--- config.mk ---
export PLATFORM = sky130hd
export DESIGN_NAME = irq_frame_gen
export DESIGN_NICKNAME = d
export VERILOG_FILES = /design/src/rtl/irq_frame_pkg.sv /design/src/rtl/trig_edge_det.sv /design/src/rtl/trig_count_busy.sv /design/src/rtl/req_rise_det.sv /design/src/rtl/frame_arbiter.sv /design/src/rtl/irq_frame_gen.sv
export SDC_FILE = /design/constraint.sdc
export NUM_CORES = 1
export LEC_CHECK = 0
export ABC_AREA = 1
export BUFFER_PORTS_ARGS = -buffer_cell sky130_fd_sc_hd__buf_2
export CAP_MARGIN = 20
export CORE_MARGIN = 2
export CORE_UTILIZATION = 53
export CTS_CLUSTER_DIAMETER = 50
export CTS_CLUSTER_SIZE = 40
export DETAILED_ROUTE_END_ITERATION = 7
export GPL_TIMING_DRIVEN = 0
export HOLD_SLACK_MARGIN = 0.1
export PLACE_DENSITY = 0.8
export SLEW_MARGIN = 20
export SYNTH_ARGS = -nofsm -noshare
export SYNTH_HDL_FRONTEND = slang
export SYNTH_HIERARCHICAL = 1
export SYNTH_SLANG_ARGS = --single-unit
export TNS_END_PERCENT = 1
--- constraint.sdc ---
create_clock -name clk -period 1.8 [get_ports clk]
set_input_delay 0.27 -clock clk [delete_from_list [all_inputs] [get_ports clk]]
set_output_delay 0.27 -clock clk [all_outputs]
set_load 0.01 [all_outputs]
--- src/rtl/irq_frame_pkg.sv ---
package irq_frame_pkg;
   localparam int FRAME_W = 64;
   localparam int HDR_W   = 8;
   localparam int PAY_W   = FRAME_W - HDR_W;

   typedef enum logic [HDR_W-1:0] {
      HDR_TRIG = 8'hA1,
      HDR_REQ  = 8'hA2
   } frame_hdr_e;

   function automatic logic [FRAME_W-1:0] pack_frame(frame_hdr_e hdr, logic [PAY_W-1:0] pay);
      return {hdr, pay};
   endfunction
endpackage

--- src/rtl/trig_edge_det.sv ---
module trig_edge_det #(
   parameter int STAGES = 2
) (
   input  logic clk,
   input  logic rst_n,
   input  logic async_in,
   output logic rise
);
   logic [STAGES-1:0] chain;
   logic              last_q;

   for (genvar i = 0; i < STAGES; i++) begin : g_sync
      if (i == 0) begin : g_first
         always_ff @(posedge clk) begin
            if (!rst_n) chain[0] <= 1'b0;
            else        chain[0] <= async_in;
         end
      end else begin : g_next
         always_ff @(posedge clk) begin
            if (!rst_n) chain[i] <= 1'b0;
            else        chain[i] <= chain[i-1];
         end
      end
   end

   always_ff @(posedge clk) begin
      if (!rst_n) last_q <= 1'b0;
      else        last_q <= chain[STAGES-1];
   end

   assign rise = chain[STAGES-1] & ~last_q;
endmodule

--- src/rtl/trig_count_busy.sv ---
module trig_count_busy #(
   parameter int CNT_W = 32
) (
   input  logic             clk,
   input  logic             rst_n,
   input  logic             rise,
   input  logic             hold_off,
   input  logic             busy_clr,
   input  logic             cnt_clr,
   output logic             accept,
   output logic [CNT_W-1:0] next_count,
   output logic [CNT_W-1:0] count,
   output logic             busy
);
   assign accept     = rise & ~busy & ~hold_off;
   assign next_count = cnt_clr ? CNT_W'(1) : count + CNT_W'(1);

   always_ff @(posedge clk) begin
      if (!rst_n) begin
         count <= '0;
      end else if (cnt_clr) begin
         count <= accept ? CNT_W'(1) : '0;
      end else if (accept) begin
         count <= next_count;
      end
   end

   always_ff @(posedge clk) begin
      if (!rst_n)        busy <= 1'b0;
      else if (accept)   busy <= 1'b1;
      else if (busy_clr) busy <= 1'b0;
   end
endmodule

--- src/rtl/req_rise_det.sv ---
module req_rise_det #(
   parameter int REQ_W = 24
) (
   input  logic             clk,
   input  logic             rst_n,
   input  logic [REQ_W-1:0] pat,
   output logic             any,
   output logic             rise
);
   logic any_q;

   assign any  = |pat;
   assign rise = any & ~any_q;

   always_ff @(posedge clk) begin
      if (!rst_n) any_q <= 1'b0;
      else        any_q <= any;
   end
endmodule

--- src/rtl/frame_arbiter.sv ---
module frame_arbiter
   import irq_frame_pkg::*;
#(
   parameter int CNT_W = 32,
   parameter int REQ_W = 24
) (
   input  logic               clk,
   input  logic               rst_n,
   input  logic               trig_evt,
   input  logic [CNT_W-1:0]   trig_cnt,
   input  logic               req_evt,
   input  logic [REQ_W-1:0]   req_pat,
   input  logic               pkt_active,
   input  logic               frame_ready,
   output logic               trig_pend,
   output logic               frame_valid,
   output logic [FRAME_W-1:0] frame_data
);
   logic [CNT_W-1:0] trig_hold;
   logic [REQ_W-1:0] req_hold;
   logic             req_pend;
   logic             launch, take_trig, take_req;
   logic [PAY_W-1:0] trig_pay, req_pay;

   assign launch    = ~frame_valid & ~pkt_active;
   assign take_trig = launch & trig_pend;
   assign take_req  = launch & ~trig_pend & req_pend;

   always_comb begin
      trig_pay = '0;
      trig_pay[CNT_W-1:0] = trig_hold;
      req_pay = '0;
      req_pay[REQ_W-1:0] = req_hold;
   end

   always_ff @(posedge clk) begin
      if (!rst_n) begin
         trig_pend <= 1'b0;
         trig_hold <= '0;
      end else if (trig_evt) begin
         trig_pend <= 1'b1;
         trig_hold <= trig_cnt;
      end else if (take_trig) begin
         trig_pend <= 1'b0;
      end
   end

   always_ff @(posedge clk) begin
      if (!rst_n) begin
         req_pend <= 1'b0;
         req_hold <= '0;
      end else if (req_evt && (!req_pend || take_req)) begin
         req_pend <= 1'b1;
         req_hold <= req_pat;
      end else if (take_req) begin
         req_pend <= 1'b0;
      end
   end

   always_ff @(posedge clk) begin
      if (!rst_n) begin
         frame_valid <= 1'b0;
         frame_data  <= '0;
      end else if (frame_valid && frame_ready) begin
         frame_valid <= 1'b0;
      end else if (take_trig) begin
         frame_valid <= 1'b1;
         frame_data  <= pack_frame(HDR_TRIG, trig_pay);
      end else if (take_req) begin
         frame_valid <= 1'b1;
         frame_data  <= pack_frame(HDR_REQ, req_pay);
      end
   end
endmodule

--- src/rtl/irq_frame_gen.sv ---
module irq_frame_gen
   import irq_frame_pkg::*;
#(
   parameter int CNT_W       = 32,
   parameter int REQ_W       = 24,
   parameter int SYNC_STAGES = 2
) (
   input  logic               clk,
   input  logic               rst_n,
   input  logic               trig_in,
   input  logic [REQ_W-1:0]   req_pat,
   input  logic               pkt_active,
   input  logic               busy_clr,
   input  logic               cnt_clr,
   input  logic               frame_ready,
   output logic               frame_valid,
   output logic [FRAME_W-1:0] frame_data,
   output logic               busy_out,
   output logic               req_any,
   output logic [CNT_W-1:0]   event_count
);
   if (CNT_W >= PAY_W || REQ_W >= PAY_W || SYNC_STAGES < 2) begin : g_bad_cfg
      $error("irq_frame_gen: payload fields exceed frame or synchronizer too short");
   end

   logic             trig_rise, trig_acc, trig_pend, req_rise;
   logic [CNT_W-1:0] cnt_next;

   trig_edge_det #(.STAGES(SYNC_STAGES)) u_edge (
      .clk(clk), .rst_n(rst_n), .async_in(trig_in), .rise(trig_rise)
   );

   trig_count_busy #(.CNT_W(CNT_W)) u_cnt (
      .clk(clk), .rst_n(rst_n), .rise(trig_rise), .hold_off(trig_pend),
      .busy_clr(busy_clr), .cnt_clr(cnt_clr), .accept(trig_acc),
      .next_count(cnt_next), .count(event_count), .busy(busy_out)
   );

   req_rise_det #(.REQ_W(REQ_W)) u_req (
      .clk(clk), .rst_n(rst_n), .pat(req_pat), .any(req_any), .rise(req_rise)
   );

   frame_arbiter #(.CNT_W(CNT_W), .REQ_W(REQ_W)) u_arb (
      .clk(clk), .rst_n(rst_n), .trig_evt(trig_acc), .trig_cnt(cnt_next),
      .req_evt(req_rise), .req_pat(req_pat), .pkt_active(pkt_active),
      .frame_ready(frame_ready), .trig_pend(trig_pend),
      .frame_valid(frame_valid), .frame_data(frame_data)
   );
endmodule

==> metrics, run 1 <==
status complete, no violations; fin. max-slew vios 0; antenna violations before repair 0; count of flip-flops with a built-in enable after synthesis 0; most used cells in the layout excluding fill and tap cells sky130_fd_sc_hd__nand2_1 (233), sky130_fd_sc_hd__nor2_1 (163), sky130_fd_sc_hd__dfxtp_1 (125); Die Span Y 117.5 um; net count reported at finish 1,232; 1st-iter DRT viols 527; Inserted Clock Buffers 17; static leakage power 4.169 nW; maximum clock rate 563.4 MHz; Finish-stage setup viols 0; sequential fraction of the synthesis area 38.42%; clock latency on the worst-skew pair 420 ps; transition at the pin with the smallest max-transition slack 597.7 ps; critical setup path kind register to register; Routability Congestion 0.9133; fraction of final layout cells sized beyond drive strength 1 21.60%; Total Negative Setup Slacks 0 ps; combined global-route utilization of all metal layers 26.86%; top cell family by delay on the critical path simple AND/OR/NAND/NOR gates; number of register bits inferred by synthesis 131; setup repair after global routing missed its margin true; largest net degree at the start of global routing 17; startpoint of the worst register-to-register path u_cnt/count[1]; Die Area 13,800 sq um; maximum count of clock buffers along a single path 2; Worst Setup End Kind register; synth-to-layout area growth 22.43%; wire length of the first global-routing pass 30.46 mm; chain of cells forming the critical path ha_2 -> nand2_4 -> nor2_8 -> nand2_4 -> nor2_4 -> nand3_2 -> and3_1 -> nor2_1 -> nor2_1; pwr/cell area 862.7 nW/um^2; clock sink count 131; register-to-register setup slack 30 ps; critical path required time 2110 ps; top flip-flop cell by instance count after synthesis sky130_fd_sc_hd__dfxtp_1; count of unresolved DRC violations after routing 0; worst hold margin 153.0 ps; Post-Route WL 18.46 mm; TritonCTS clock tree built; total iterations of the first detailed-routing run 5; DP Area 7649 sq um; end-of-flow core utilization 66.23%; Post-Synthesis Cell Area 6827 sq um; maximum VDD drop 0.6009 mV; effective utilization at floorplan 54.09%; post-synthesis instance total 1,049; Synthesis Warnings 6; Clock Skews 8.424 ps; post-layout min period 1775 ps; number of cell instances on the worst register-to-register path 9; Startpoint Class register; aggregate global routing overflow 0; clock edge transition at the registers on the reported setup and hold paths 60 ps; most common library cell in the layout ignoring fill and taps sky130_fd_sc_hd__nand2_1; Chip Width 117.5 um; vias post-DR 6,986; max cap viols 0; diode count 0; vias per std cell 5.044; top-level port count 130; worst hold path class primary input to register; number of global-route vias before repair 6,350; Slew Limit Headroom 60.15%; worst-path fanout max 6; library cell used as clock root buffer sky130_fd_sc_hd__clkbuf_16; post-route non-filler standard cell count 1,385; Placement Rows 41; H-tree depth 4; fraction of synthesis flops using an asynchronous set or reset pin 0%; slack of the critical path 25.00 ps; number of instances on the worst hold path 4; DP Wirelength 13.40 mm; endpoint of the most critical register-to-register path u_arb/trig_hold[24]; post-route cell area 8358 sq um; Cell variety after synth 35; hold endpoint u_cnt/busy; mean post-synth cell area 6.508 sq um; number of cells on the critical path 9; Critical path buffers and inverters 0; drt wl/cell 13.33 um; Detail Route Antenna Nets 0; count of input and output buffers 101; WP data arrival 2090 ps; Total Power 7.211 mW; worst setup timing slack at the placement stage -127.9 ps; final worst path period share 98.61%; biggest cell delay along the critical path 370 ps; Hold Fails Final Rpt 0; Core Region 12,620 sq um; Critical Path Slowest Stage Cell sky130_fd_sc_hd__dfxtp_4; DP Cell Count 1,349; hold path startpoint busy_clr
## layout make-up
class | instances | area [sq um]
multi-input combinational | 737 | 3435
inverter | 124 | 465.4
buffer | 84 | 476.7
fill | 1149 | 4262
clock inverter | 14 | 151.4
timing repair buffer | 105 | 540.5
tap | 172 | 215.2
clock buffer | 18 | 439.2
sequential | 131 | 2635
## registers in the layout, summed over array words and instances, names as in the netlist, 2 cells and up
| signal | cells |
|---|---|
| u_cnt/count | 32 |
| u_arb/frame_data | 35 |
| u_arb/req_hold | 24 |
| u_edge/chain | 2 |
| u_arb/trig_hold | 32 |
## synth_stat cells (2+ instances only)
master	number	area, sq um
sky130_fd_sc_hd__o21ai_0	38	190.2
sky130_fd_sc_hd__nand3_1	108	540.5
sky130_fd_sc_hd__o21bai_1	2	15.01
sky130_fd_sc_hd__and3_1	14	87.58
sky130_fd_sc_hd__buf_1	10	37.54
sky130_fd_sc_hd__or2_2	4	25.02
sky130_fd_sc_hd__nand4_1	20	125.1
sky130_fd_sc_hd__buf_6	2	22.52
sky130_fd_sc_hd__nor3_1	4	20.02
sky130_fd_sc_hd__buf_2	23	115.1
sky130_fd_sc_hd__nand2_1	233	874.6
sky130_fd_sc_hd__inv_1	118	442.9
sky130_fd_sc_hd__inv_2	6	22.52
sky130_fd_sc_hd__buf_4	31	232.7
sky130_fd_sc_hd__nand3_2	2	20.02
sky130_fd_sc_hd__dfxtp_1	131	2623
sky130_fd_sc_hd__nor2_4	4	45.04
sky130_fd_sc_hd__a21oi_1	65	325.3
sky130_fd_sc_hd__nand2_2	9	56.30
sky130_fd_sc_hd__nor2_2	11	68.82
sky130_fd_sc_hd__a21oi_2	11	96.34
sky130_fd_sc_hd__nor2_1	172	645.6
sky130_fd_sc_hd__nand3b_1	2	15.01
sky130_fd_sc_hd__clkbuf_1	18	67.56
## where the power goes
group	switching [mW]	internal, mW
Clock	1.33	2.09
Combinational	0.456	0.255
Sequential	0.0676	3.01
Total	1.86	5.35
## cells by family (layout without fill, tap and decap cells)
| group | after synthesis | after routing | share of synthesized area, % |
|---|---|---|---|
| fa+ha+maj | 1 | 1 | 0.1833 |
| buf+inv | 208 | 345 | 13.78 |
| compound gates | 119 | 119 | 9.512 |
| xor+xnor | 1 | 1 | 0.1283 |
| flops | 131 | 131 | 38.42 |
| simple gates | 588 | 588 | 37.92 |
| other cells | 1 | 28 | 0.05493 |
## worst max path at each step
stage / start / slack [ps] / to
4_1_cts: u_cnt/count[0] / 2 / u_arb/trig_hold[26]
3_5_place_dp: u_edge/chain[1] / -130 / u_cnt/count[3]
2_1_floorplan: u_cnt/count[1] / 180 / u_arb/trig_hold[26]
3_3_place_gp: u_edge/chain[1] / -100 / u_cnt/count[25]
6_report: u_cnt/count[1] / 30 / u_arb/trig_hold[24]
5_1_grt: u_cnt/count[17] / -50 / u_arb/trig_hold[26]
## per-layer routing
metal  share of wire [%]  track usage (%)
met4                 2.0            9.563
met1                  44            35.39
met5                   0                0
met3                 7.5            5.184
met2                  46            44.08
## worst register-to-register path, cell delays in order (launching register included)
cell	delay, ps
sky130_fd_sc_hd__dfxtp_4	370
sky130_fd_sc_hd__ha_2	210
sky130_fd_sc_hd__nand2_4	80
sky130_fd_sc_hd__nor2_8	170
sky130_fd_sc_hd__nand2_4	120
sky130_fd_sc_hd__nor2_4	230
sky130_fd_sc_hd__nand3_2	100
sky130_fd_sc_hd__and3_1	190
sky130_fd_sc_hd__nor2_1	140
sky130_fd_sc_hd__nor2_1	70
## what timing repair did
item,4_1_cts,5_1_grt
resized for setup,3,26
setup endpoints to repair,15,26
buffers inserted,1,1
endpoints found under the hold margin,2,0
hold buffers,2,0
pin swaps,1,4
Power figures use the tool's default switching activity.
==> inputs of run 2 (changes only) <==
--- a/config.mk
+++ b/config.mk
@@ -7,15 +7,16 @@
 export LEC_CHECK = 0
 export ABC_AREA = 1
 export BUFFER_PORTS_ARGS = -buffer_cell sky130_fd_sc_hd__buf_2
-export CAP_MARGIN = 20
+export CAP_MARGIN = 10
 export CORE_MARGIN = 2
 export CORE_UTILIZATION = 53
+export CTS_BUF_LIST = sky130_fd_sc_hd__clkbuf_4 sky130_fd_sc_hd__clkbuf_8 sky130_fd_sc_hd__clkbuf_16
 export CTS_CLUSTER_DIAMETER = 50
 export CTS_CLUSTER_SIZE = 40
 export DETAILED_ROUTE_END_ITERATION = 7
 export GPL_TIMING_DRIVEN = 0
 export HOLD_SLACK_MARGIN = 0.1
-export PLACE_DENSITY = 0.8
+export PLACE_DENSITY = 0.77
 export SLEW_MARGIN = 20
 export SYNTH_ARGS = -nofsm -noshare
 export SYNTH_HDL_FRONTEND = slang
==> metrics, run 2 (same netlist as run 1, synthesis figures left out) <==
setup repair after global routing missed its margin true (unchanged); vias per std cell 4.973 (was 5.044); antenna violations before repair 0 (unchanged); most used cells in the layout excluding fill and tap cells sky130_fd_sc_hd__nand2_1 (232), sky130_fd_sc_hd__nor2_1 (167), sky130_fd_sc_hd__dfxtp_1 (127) (was sky130_fd_sc_hd__nand2_1 (233), sky130_fd_sc_hd__nor2_1 (163), sky130_fd_sc_hd__dfxtp_1 (125)); pwr/cell area 891.7 nW/um^2 (was 862.7 nW/um^2); number of global-route vias before repair 6,360 (was 6,350); max cap viols 0 (unchanged); clock edge transition at the registers on the reported setup and hold paths 60 ps (about the same); vias post-DR 6,878 (was 6,986); total iterations of the first detailed-routing run 6 (was 5); transition at the pin with the smallest max-transition slack 572.7 ps (was 597.7 ps); Die Area 13,800 sq um (unchanged); clock latency on the worst-skew pair 420 ps (about the same); Finish-stage setup viols 0 (unchanged); DP Wirelength 13.28 mm (was 13.40 mm); net count reported at finish 1,231 (was 1,232); count of unresolved DRC violations after routing 0 (unchanged); library cell used as clock root buffer sky130_fd_sc_hd__clkbuf_16 (unchanged); Inserted Clock Buffers 17 (unchanged); number of flip-flops in the largest register 35 (unchanged); maximum VDD drop 0.5545 mV (was 0.6009 mV); Routability Congestion 0.9449 (was 0.9133); effective utilization at floorplan 54.09% (unchanged); post-layout min period 1799 ps (was 1775 ps); critical path required time 2110 ps (about the same); Worst Setup End Kind register (unchanged); synth-to-layout area growth 22.53% (was 22.43%); final worst path period share 99.96% (was 98.61%); count of input and output buffers 101 (unchanged); WP data arrival 2110 ps (was 2090 ps); Post-Route WL 18.22 mm (was 18.46 mm); Die Span Y 117.5 um (unchanged); TritonCTS clock tree built (unchanged); Clock Skews 7.022 ps (was 8.424 ps); fin. max-slew vios 0 (unchanged); maximum count of clock buffers along a single path 2 (unchanged); most common library cell in the layout ignoring fill and taps sky130_fd_sc_hd__nand2_1 (unchanged); clock sink count 131 (unchanged); worst-path fanout max 6 (unchanged); fill cell total of the finished layout 1,181 (was 1,149); Placement Rows 41 (unchanged); Total Negative Setup Slacks 0 ps (unchanged); Chip Width 117.5 um (unchanged); fraction of final layout cells sized beyond drive strength 1 21.06% (was 21.60%); combined global-route utilization of all metal layers 26.68% (was 26.86%); most flop-heavy register u_arb/frame_data (unchanged); Startpoint Class register (unchanged); wire length of the first global-routing pass 30.14 mm (was 30.46 mm); Hold Fails Final Rpt 0 (unchanged); critical setup path kind register to register (unchanged); 1st-iter DRT viols 625 (was 527); H-tree depth 4 (unchanged); drt wl/cell 13.18 um (was 13.33 um); Slew Limit Headroom 61.82% (was 60.15%); aggregate global routing overflow 0 (unchanged); worst hold margin 120.5 ps (was 153.0 ps); Detail Route Antenna Nets 0 (unchanged); status complete, no violations (unchanged); Core Region 12,620 sq um (unchanged); diode count 0 (unchanged); largest net degree at the start of global routing 17 (unchanged); maximum clock rate 555.8 MHz (was 563.4 MHz); worst hold path class primary input to register (unchanged); static leakage power 4.174 nW (was 4.169 nW); top-level port count 130 (unchanged); Regs by FF count u_arb/frame_data x35, u_arb/trig_hold x32, u_cnt/count x32 (unchanged)
## run 2: final timing paths
path,depth (start not counted),slack [ps],from,to
max,9,0.8,u_cnt/count[0],u_arb/trig_hold[20]
min,4,120,frame_ready,u_arb/frame_valid
max reg2reg,9,0.8,u_cnt/count[0],u_arb/trig_hold[20]
min reg2reg,2,400,u_edge/chain[0],u_edge/chain[1]
## run 2: metal layers
layer | share of wire, % | GRT usage [%]
met5 | 0 | 0
met4 | 1.9 | 8.584
met3 | 7.2 | 5.136
met2 | 46 | 44.33
met1 | 45 | 35.05
## run 2: where the power goes
group	internal [mW]	total, mW	leakage, nW	switching, mW
Sequential	3.01	3.08	1.07	0.0679
Combinational	0.254	0.703	2.79	0.449
Clock	2.39	3.68	0.314	1.29
Total	5.65	7.46	4.17	1.81
## run 2: repair_timing
item | CTS | global route
endpoints found under the hold margin | 1 | 0
hold buffers | 1 | 0
endpoints found under the setup margin | 16 | 28
pin swaps | 1 | 3
setup buffers | 2 | 0
resized for setup | 4 | 17
## run 2: layout make-up
| type | count | area, sq um | share of cell area, % |
|---|---|---|---|
| tap | 172 | 215.2 | 2.573 |
| buffer | 84 | 476.7 | 5.699 |
| clock buffer | 19 | 452.9 | 5.415 |
| clock inverter | 12 | 178.9 | 2.139 |
| multi-input combinational | 737 | 3412 | 40.79 |
| inverter | 124 | 465.4 | 5.565 |
| sequential | 131 | 2633 | 31.47 |
| timing repair buffer | 104 | 530.5 | 6.343 |
## run 2: critical path, stage by stage, from the launching register on
cell and delay, ps:
sky130_fd_sc_hd__dfxtp_4 380, sky130_fd_sc_hd__ha_2 190, sky130_fd_sc_hd__nand2_2 110, sky130_fd_sc_hd__nor2_8 160
sky130_fd_sc_hd__nand2_4 110, sky130_fd_sc_hd__nor2_4 210, sky130_fd_sc_hd__nand3_2 110, sky130_fd_sc_hd__and3_1 180
sky130_fd_sc_hd__nor2_1 140, sky130_fd_sc_hd__nor2_1 70
## run 2: through the flow
step | util (%) | area (sq um) | setup slack (ps) | instances | total power [mW]
6_report | 66.28 | 8364 | 0.8042 | 1383 | 7.459
5_1_grt | 66.28 | 8364 | -85.34 | 1383 | 7.739
4_1_cts | 65.89 | 8315 | -6.412 | 1383 | 7.498
3_5_place_dp | 60.61 | 7649 | -128.7 | 1349 | 3.825
3_3_place_gp | 60.61 | 7649 | -82.63 | 1349 | 3.814
2_1_floorplan | - | 6928 | 179.5 | 1076 | 3.624
==> inputs of run 3 (changes only) <==
--- a/config.mk
+++ b/config.mk
@@ -8,6 +8,7 @@
 export ABC_AREA = 1
 export BUFFER_PORTS_ARGS = -buffer_cell sky130_fd_sc_hd__buf_2
 export CAP_MARGIN = 10
+export CORE_ASPECT_RATIO = 1.5
 export CORE_MARGIN = 2
 export CORE_UTILIZATION = 53
 export CTS_BUF_LIST = sky130_fd_sc_hd__clkbuf_4 sky130_fd_sc_hd__clkbuf_8 sky130_fd_sc_hd__clkbuf_16
@@ -16,7 +17,7 @@
 export DETAILED_ROUTE_END_ITERATION = 7
 export GPL_TIMING_DRIVEN = 0
 export HOLD_SLACK_MARGIN = 0.1
-export PLACE_DENSITY = 0.77
+export PLACE_DENSITY = 0.82
 export SLEW_MARGIN = 20
 export SYNTH_ARGS = -nofsm -noshare
 export SYNTH_HDL_FRONTEND = slang
==> constraint.sdc (replaced) <==
create_clock -name clk -period 1.85 [get_ports clk]
set_input_delay 0.2775 -clock clk [delete_from_list [all_inputs] [get_ports clk]]
set_output_delay 0.2775 -clock clk [all_outputs]
set_load 0.01 [all_outputs]
==> metrics, run 3 (same netlist as run 1, synthesis figures left out) <==
number of instances on the worst hold path 4 (unchanged); biggest cell delay along the critical path 380 ps (about the same); status complete, no violations (unchanged); post-layout min period 1769 ps (was 1799 ps); chain of cells forming the critical path ha_2 -> nand2_2 -> nor2_8 -> nand2_4 -> nor2_4 -> nand3_1 -> and3_1 -> nor2_1 -> nor2_1 (was ha_2 -> nand2_2 -> nor2_8 -> nand2_4 -> nor2_4 -> nand3_2 -> and3_1 -> nor2_1 -> nor2_1); worst hold path class primary input to register (unchanged); post-route non-filler standard cell count 1,368 (was 1,383); top-level port count 130 (unchanged); Slew Limit Headroom 60.83% (was 61.82%); diode count 0 (unchanged); wire length of the first global-routing pass 29.93 mm (was 30.14 mm); largest net degree at the start of global routing 17 (unchanged); Critical Path Slowest Stage Cell sky130_fd_sc_hd__dfxtp_2 (was sky130_fd_sc_hd__dfxtp_4); routed length on met2 9.338 mm (was 8.386 mm); Placement Rows 50 (was 41); number of global-route vias before repair 6,688 (was 6,360); Hold Fails Final Rpt 0 (unchanged); Core Region 12,510 sq um (was 12,620 sq um); DP Wirelength 13.74 mm (was 13.28 mm); Startpoint Class register (unchanged); Worst Setup End Kind register (unchanged); transition at the pin with the smallest max-transition slack 587.6 ps (was 572.7 ps); final worst path period share 95.62% (was 99.96%); clock sink count 131 (unchanged); clock edge transition at the registers on the reported setup and hold paths 60 ps (about the same); Critical path buffers and inverters 0 (unchanged); most flop-heavy register u_arb/frame_data (unchanged); most common library cell in the layout ignoring fill and taps sky130_fd_sc_hd__nand2_1 (unchanged); Total Power 7.503 mW (was 7.459 mW); worst-path fanout max 6 (unchanged); total iterations of the first detailed-routing run 5 (was 6); TritonCTS clock tree built (unchanged); most used cells in the layout excluding fill and tap cells sky130_fd_sc_hd__nand2_1 (233), sky130_fd_sc_hd__nor2_1 (167), sky130_fd_sc_hd__dfxtp_1 (129) (was sky130_fd_sc_hd__nand2_1 (232), sky130_fd_sc_hd__nor2_1 (167), sky130_fd_sc_hd__dfxtp_1 (127)); Regs by FF count u_arb/frame_data x35, u_arb/trig_hold x32, u_cnt/count x32 (unchanged); pwr/cell area 896.4 nW/um^2 (was 891.7 nW/um^2); net count reported at finish 1,231 (unchanged); fraction of final layout cells sized beyond drive strength 1 20.96% (was 21.06%); top cell family by delay on the critical path simple AND/OR/NAND/NOR gates (unchanged); WL met1 7.017 mm (was 8.176 mm); WP data arrival 2080 ps (was 2110 ps); Die Area 13,820 sq um (was 13,800 sq um); static leakage power 4.188 nW (was 4.174 nW); number of cells on the critical path 9 (unchanged); count of unresolved DRC violations after routing 0 (unchanged); vias post-DR 6,920 (was 6,878); Routability Congestion 0.9189 (was 0.9449); max cap viols 0 (unchanged); Post-Route WL 18.33 mm (was 18.22 mm); count of input and output buffers 101 (unchanged); maximum VDD drop 0.5663 mV (was 0.5545 mV); 1st-iter DRT viols 385 (was 625); critical setup path kind register to register (unchanged); post-route cell area 8369 sq um (was 8364 sq um); number of cell instances on the worst register-to-register path 9 (unchanged); Finish-stage setup viols 0 (unchanged); Clock Skews 6.584 ps (was 7.022 ps); number of flip-flops in the largest register 35 (unchanged); maximum count of clock buffers along a single path 2 (unchanged); Total Negative Setup Slacks 0 ps (unchanged); dominant cell type by count on the critical path sky130_fd_sc_hd__nor2_1 (unchanged); setup repair after global routing missed its margin true (unchanged); Max Used Layer met4 (unchanged); Die Span Y 143 um (was 117.5 um); synth-to-layout area growth 22.60% (was 22.53%); effective utilization at floorplan 54.56% (was 54.09%); DP Cell Count 1,333 (was 1,349); clock latency on the worst-skew pair 420 ps (about the same); fill cell total of the finished layout 1,143 (was 1,181); aggregate global routing overflow 0 (unchanged); combined global-route utilization of all metal layers 26.52% (was 26.68%); wire length on met3 1.080 mm (was 1.308 mm); drt wl/cell 13.40 um (was 13.18 um); antenna violations before repair 0 (unchanged); Chip Width 96.67 um (was 117.5 um); fin. max-slew vios 0 (unchanged); library cell used as clock root buffer sky130_fd_sc_hd__clkbuf_16 (unchanged); critical path required time 2160 ps (was 2110 ps); maximum clock rate 565.3 MHz (was 555.8 MHz); vias per std cell 5.058 (was 4.973); Inserted Clock Buffers 17 (unchanged); H-tree depth 4 (unchanged); Detail Route Antenna Nets 0 (unchanged); DP Area 7629 sq um (was 7649 sq um)
[run 3: cell count changes in the layout (fill, tap and decap cells not counted), sizes merged]
cell      before  now
buf          169  167
bufinv         4    6
clkinv         6    4
clkinvlp       0    3
[run 3: routing by layer]
layer | track usage [%] | vias up
li1 | - | 3549
met1 | 27.29 | 3036
met2 | 48.94 | 268
met3 | 5.580 | 67
met4 | 16.23 | 0
met5 | 0 | -
[run 3: report_power, final]
group / switching, mW / leakage [nW] / total, mW / internal (mW)
logic: 0.443 / 2.80 / 0.691 / 0.248
clock network: 1.28 / 0.320 / 3.82 / 2.54
registers: 0.0660 / 1.07 / 3.00 / 2.93
[run 3: final cells by class]
class	count	area (sq um)	share of cell area (%)
plain buffers	84	480.5	5.741
inverters	124	465.4	5.561
well taps	156	195.2	2.332
clock buffers	17	425.4	5.083
multi-input cells	737	3390	40.50
clock inverters	15	255.2	3.050
repair buffers	104	530.5	6.339
flip-flops and latches	131	2628	31.39
[run 3: tightest hold or removal path: cells and delay by family]
| kind | cells | cell delay, ps |
|---|---|---|
| compound gates | 1 | 60 |
| buf+inv | 2 | 100 |
| simple gates | 1 | 50 |
[run 3: timing repair]
action	in CTS	in global routing
buffers inserted	2	0
endpoints found under the hold margin	1	0
pin swaps	1	1
hold buffers	1	0
resized for setup	1	16
setup endpoints to repair	12	35
[run 3: stage by stage]
step / setup slack (ps) / hold WS [ps] / util, %
after detailed placement: -110.5 / 395.7 / 60.97
after global placement: -99.88 / 389.7 / 60.97
after floorplan: 229.5 / 371.0 / -
after global routing: -24.46 / 137.3 / 66.89
final: 81.11 / 127.8 / 66.89
after CTS: -8.706 / 118.6 / 66.65
[run 3: worst paths after layout]
kind	to	slack, ps	startpoint
max	u_arb/trig_hold[24]	80	u_cnt/count[1]
min	u_arb/frame_valid	130	frame_ready
max reg2reg	u_arb/trig_hold[24]	80	u_cnt/count[1]
min reg2reg	u_edge/chain[1]	410	u_edge/chain[0]
